File: config.mk
export PLATFORM = sky130hd
export DESIGN_NAME = hazard_fwd_unit
export DESIGN_NICKNAME = d
export VERILOG_FILES = /design/src/rtl/hzd_pkg.sv /design/src/rtl/fwd_path.sv /design/src/rtl/stall_ctrl.sv /design/src/rtl/hazard_fwd_unit.sv
export SDC_FILE = /design/constraint.sdc
export NUM_CORES = 1
export LEC_CHECK = 0
export BUFFER_PORTS_ARGS = -buffer_cell sky130_fd_sc_hd__clkbuf_2
export CAP_MARGIN = 5
export CORE_AREA = 2 2 39 41
export DETAILED_ROUTE_END_ITERATION = 10
export DIE_AREA = 0 0 41 43
export PLACE_DENSITY = 0.72
export SKIP_LAST_GASP = 1
export SLEW_MARGIN = 25
export SYNTH_ARGS = -nofsm -noshare
export SYNTH_HDL_FRONTEND = slang
export SYNTH_SLANG_ARGS = --single-unit
File: constraint.sdc
create_clock -name vclk -period 1.3
set_input_delay 0.13 -clock vclk [all_inputs]
set_output_delay 0.13 -clock vclk [all_outputs]
set_load 0.05 [all_outputs]
File: src/rtl/hzd_pkg.sv
package hzd_pkg;
  parameter int REG_W    = 5;
  parameter int SRC_CNT  = 2;
  parameter int PROD_CNT = 3;              // 0 = ALU, 1 = MEM, 2 = WB
  localparam int SEL_W   = $clog2(PROD_CNT + 1);

  typedef enum logic [SEL_W-1:0] {
    SEL_FILE = 2'b00,
    SEL_ALU  = 2'b01,
    SEL_MEM  = 2'b10,
    SEL_WB   = 2'b11
  } fwdSel_e;

  // datapath -> control: which sources the youngest producer hits
  typedef struct packed {
    logic [SRC_CNT-1:0] aluHit;
  } matchInfo_t;

  // control -> pipeline: interlock strobes
  typedef struct packed {
    logic holdPc;
    logic holdIfId;
    logic bubble;
  } stallCtl_t;
endpackage

File: src/rtl/fwd_path.sv
module fwd_path
  import hzd_pkg::*;
(
  input  logic [SRC_CNT-1:0][REG_W-1:0]  srcReg,
  input  logic [PROD_CNT-1:0][REG_W-1:0] prodDest,
  input  logic [PROD_CNT-1:0]            prodWe,
  output logic [SRC_CNT-1:0][SEL_W-1:0]  selVec,
  output matchInfo_t                     matchOut
);
  for (genvar s = 0; s < SRC_CNT; s++) begin : g_src
    logic [PROD_CNT-1:0] hit;

    for (genvar p = 0; p < PROD_CNT; p++) begin : g_prod
      assign hit[p] = prodWe[p] && (prodDest[p] == srcReg[s]) && (srcReg[s] != '0);
    end

    // scan oldest to youngest so the youngest hit is the last assignment
    always_comb begin
      selVec[s] = SEL_W'(SEL_FILE);
      for (int p = PROD_CNT - 1; p >= 0; p--) begin
        if (hit[p]) selVec[s] = SEL_W'(p + 1);
      end
    end

    assign matchOut.aluHit[s] = hit[0];

    always_comb begin
      assert_zero_reg_R6: assert (srcReg[s] != '0 || selVec[s] == SEL_W'(SEL_FILE));
      if (selVec[s] != SEL_W'(SEL_FILE))
        assert_we_gate_R7: assert (prodWe[selVec[s] - 1'b1]);
      if (selVec[s] == SEL_W'(SEL_MEM))
        assert_youngest_R5: assert (!(prodWe[0] && prodDest[0] == srcReg[s]));
    end
  end
endmodule

File: src/rtl/stall_ctrl.sv
module stall_ctrl
  import hzd_pkg::*;
(
  input  matchInfo_t matchIn,
  input  logic       aluLoad,
  output stallCtl_t  ctl
);
  logic loadUse;

  assign loadUse      = aluLoad && (|matchIn.aluHit);
  assign ctl.holdPc   = loadUse;
  assign ctl.holdIfId = loadUse;
  assign ctl.bubble   = loadUse;

  always_comb begin
    if (!aluLoad)
      assert_no_stall_R11: assert (!ctl.bubble);
  end
endmodule

File: src/rtl/hazard_fwd_unit.sv
module hazard_fwd_unit
  import hzd_pkg::*;
(
  input  logic [4:0] srcA,
  input  logic [4:0] srcB,
  input  logic [4:0] aluDest,
  input  logic       aluWe,
  input  logic       aluLoad,
  input  logic [4:0] memDest,
  input  logic       memWe,
  input  logic [4:0] wbDest,
  input  logic       wbWe,
  output logic [1:0] selA,
  output logic [1:0] selB,
  output logic       holdPc,
  output logic       holdIfId,
  output logic       bubble
);
  logic [SRC_CNT-1:0][REG_W-1:0]  srcReg;
  logic [PROD_CNT-1:0][REG_W-1:0] prodDest;
  logic [PROD_CNT-1:0]            prodWe;
  logic [SRC_CNT-1:0][SEL_W-1:0]  selVec;
  matchInfo_t                     matchInfo;
  stallCtl_t                      ctl;

  assign srcReg   = {srcB, srcA};
  assign prodDest = {wbDest, memDest, aluDest};
  assign prodWe   = {wbWe, memWe, aluWe};

  fwd_path u_path (
    .srcReg   (srcReg),
    .prodDest (prodDest),
    .prodWe   (prodWe),
    .selVec   (selVec),
    .matchOut (matchInfo)
  );

  stall_ctrl u_ctrl (
    .matchIn (matchInfo),
    .aluLoad (aluLoad),
    .ctl     (ctl)
  );

  assign selA     = selVec[0];
  assign selB     = selVec[1];
  assign holdPc   = ctl.holdPc;
  assign holdIfId = ctl.holdIfId;
  assign bubble   = ctl.bubble;

  // cross-module: an interlock needs an ALU-stage bypass on some operand
  always_comb begin
    if (bubble)
      assert_load_use_R8: assert (aluLoad && aluWe && (selA == 2'b01 || selB == 2'b01));
  end
endmodule

==> parameters.txt <==
Parameter                              Value

Floorplanning
  Initial cell density of the core    0.314
  Number of top-level design ports    36
  Die outline width    41 microns
  Core Box Area    0.00138 sq mm
  Total die area    0.00176 sq mm
  Die height    43 microns
  Standard-cell row count    14

Synthesis
  Share of the synthesized area in the top cell type    0.444
  Unique masters post-synth    14
  Yosys warns    0
  Cell type with the highest aggregate area in the netlist    sky130_fd_sc_hd__xnor2_1
  Part of the Yosys area used for sequential elements    0
  Net count after synthesis    86
  Synth Instances    57
  Post-synthesis area per instance    7.62 sq um
  Post-synthesis instance area    434 sq um
  Dominant cells by area after synthesis    sky130_fd_sc_hd__xnor2_1, sky130_fd_sc_hd__xor2_1, sky130_fd_sc_hd__nand4_1

Timing
  Worst setup margin    -0.315 ns
  Setup repair after global routing missed its margin    yes
  Final worst path period share    1.24
  Number of endpoints failing setup at the final stage    7
  Final number of hold-violating endpoints    0
  Fmax    619 MHz
  Count of final max-slew check failures    0
  Time the final worst path needs with I/O delays and setup    1.61 ns
  Transition time at the pin with the least slew margin    0.394 ns
  Worst max-slew margin expressed relative to the limit    0.736

GRT
  Number of global-route vias before repair    659
  Maximum number of pins on one net before global-route repair    5
  Number of antenna violations at the first check in global routing    0
  Total congestion overflow    0
  Wire length of the first global-routing pass    2.61 mm
  Overall global routing resource usage    0.210

Final layout
  Final Instance Area    0.00121 sq mm
  Seq cells    0
  Fill cell count    62
  Commonest non-fill, non-tap cells in the layout    sky130_fd_sc_hd__clkbuf_2, sky130_fd_sc_hd__xnor2_2, sky130_fd_sc_hd__buf_4, sky130_fd_sc_hd__buf_6, sky130_fd_sc_hd__xnor2_1
  Clock buffer count in the final layout    0
  Layout cell share with drive strength beyond 1    0.764
  Number of nets in the final layout    137
  Signed area change from the synthesized netlist to the final layout    180%
  Diode insertion count for antenna repair    0
  Non-filler cells, final    122
  Most frequent standard cell in the layout excluding fill and tap cells    sky130_fd_sc_hd__clkbuf_2
  Area taken by flip-flops and latches    0 sq um

Drt
  DR vias/cell    5.26
  DRT Pass-1 Iters    3
  DRC    0
  Initial DRC Count    11
  Routed vias    642
  Wire length after detailed routing    1.95 mm
  Avg WL per Cell    16.0 microns
  Number of antenna-violating nets in the routed design    0

Placed design
  RePlAce Congestion    0.798
  Port-buffer cells    36
  Placed instance count    118
  Post-detailed-placement half-perimeter wirelength    1.23 mm
  Instance area at placement    806 sq um

Hold path
  Class of the worst hold path    in -> out

Setup path
  Required time of the worst setup path    1.17 ns
  Crit start category    input pin
  End point of the critical path    selB[1]
  Arrival @ worst endpoint    1.48 ns
  Start point of the critical path    srcB[2]
  Setup crit end kind    primary output
  Critical path class    in -> out
  Crit Path Max Fanout    4

Status
  Violated checks    setup timing
  Outcome    finished, violations left

Power
  Worst IR drop on VDD    0.219 mV
  Static Leakage    0.525 nW
  Power density normalized to cell area    325 mW/mm^2

Flow run
  Count of max-cap constraint violations    0
==> Yosys cell counts <==
cell type,count
sky130_fd_sc_hd__o21a_1,1
sky130_fd_sc_hd__nor2_2,2
sky130_fd_sc_hd__a21oi_1,2
sky130_fd_sc_hd__buf_4,2
sky130_fd_sc_hd__nor3_1,2
sky130_fd_sc_hd__or4_1,4
sky130_fd_sc_hd__or3_2,1
sky130_fd_sc_hd__nand2_1,2
sky130_fd_sc_hd__nand4_1,6
sky130_fd_sc_hd__xnor2_1,22
sky130_fd_sc_hd__o21bai_1,2
sky130_fd_sc_hd__or3_1,1
sky130_fd_sc_hd__xor2_1,8
sky130_fd_sc_hd__nor4_1,2
==> power by group <==
group	total [W]	leakage (nW)	switching [W]	internal, W
sequential	0	0	0	0
clock	0	0	0	0
combinational	0.000395	0.525	0.000167	0.000228
==> what timing repair did <==
action | CTS | global route
setup endpoints to repair | 7 | 7
buffers inserted | 3 | 1
hold endpoints to repair | 0 | 0
hold buffers | 0 | 0
pin swaps | 14 | 21
gates resized for setup | 39 | 45
==> logic make-up (layout without fill, tap and decap cells) <==
family,after synthesis,count (layout),synth area share
xor gates and xnor gates,30,30,0.605
and+or+nand+nor,20,20,0.285
AOI/OAI and AO/OA,5,5,0.0749
buffers and inverters,2,51,0.0346
==> area by class of cell <==
cell class | count | area (sq um) | area share
well taps | 16 | 20.0 | 0.0165
repair buffers | 51 | 551 | 0.453
multi-input cells | 55 | 644 | 0.530
==> stage by stage <==
stage	hold WS, ns	util	setup slack [ns]	setup TNS, ns	total power, W
4_1_cts	0.655	0.762	-0.288	-1.87	0.000324
3_3_place_gp	0.678	0.582	-0.347	-2.32	0.000254
2_1_floorplan	0.425	-	-0.177	-0.615	0.000140
6_report	0.660	0.878	-0.315	-1.92	0.000395
5_1_grt	0.668	0.878	-0.370	-2.30	0.000416
3_5_place_dp	0.692	0.582	-0.371	-2.43	0.000260
==> critical path, stage by stage <==
cell and delay [ns]:
sky130_fd_sc_hd__buf_12 0.11, sky130_fd_sc_hd__xnor2_2 0.15, sky130_fd_sc_hd__nand4_1 0.16, sky130_fd_sc_hd__or4_4 0.60, sky130_fd_sc_hd__a21oi_4 0.18, sky130_fd_sc_hd__buf_8 0.15
==> per-layer routing <==
metal | global-route usage | routed length (microns) | vias up
li1 | - | - | 302
met1 | 0.220 | 685 | 304
met2 | 0.441 | 1140 | 32
met3 | 0 | 87 | 4
met4 | 0 | 41 | 0
met5 | 0 | 0 | -
==> worst min path at each step <==
stage | depth (start not counted) | endpoint | from
final | 3 | holdIfId | aluLoad
after global routing | 3 | holdIfId | aluLoad
after CTS | 3 | holdPc | aluLoad
after detailed placement | 3 | holdIfId | aluLoad
after global placement | 3 | bubble | aluLoad
after floorplan | 1 | bubble | aluLoad
Note: power is estimated with default switching activity, not from simulation.
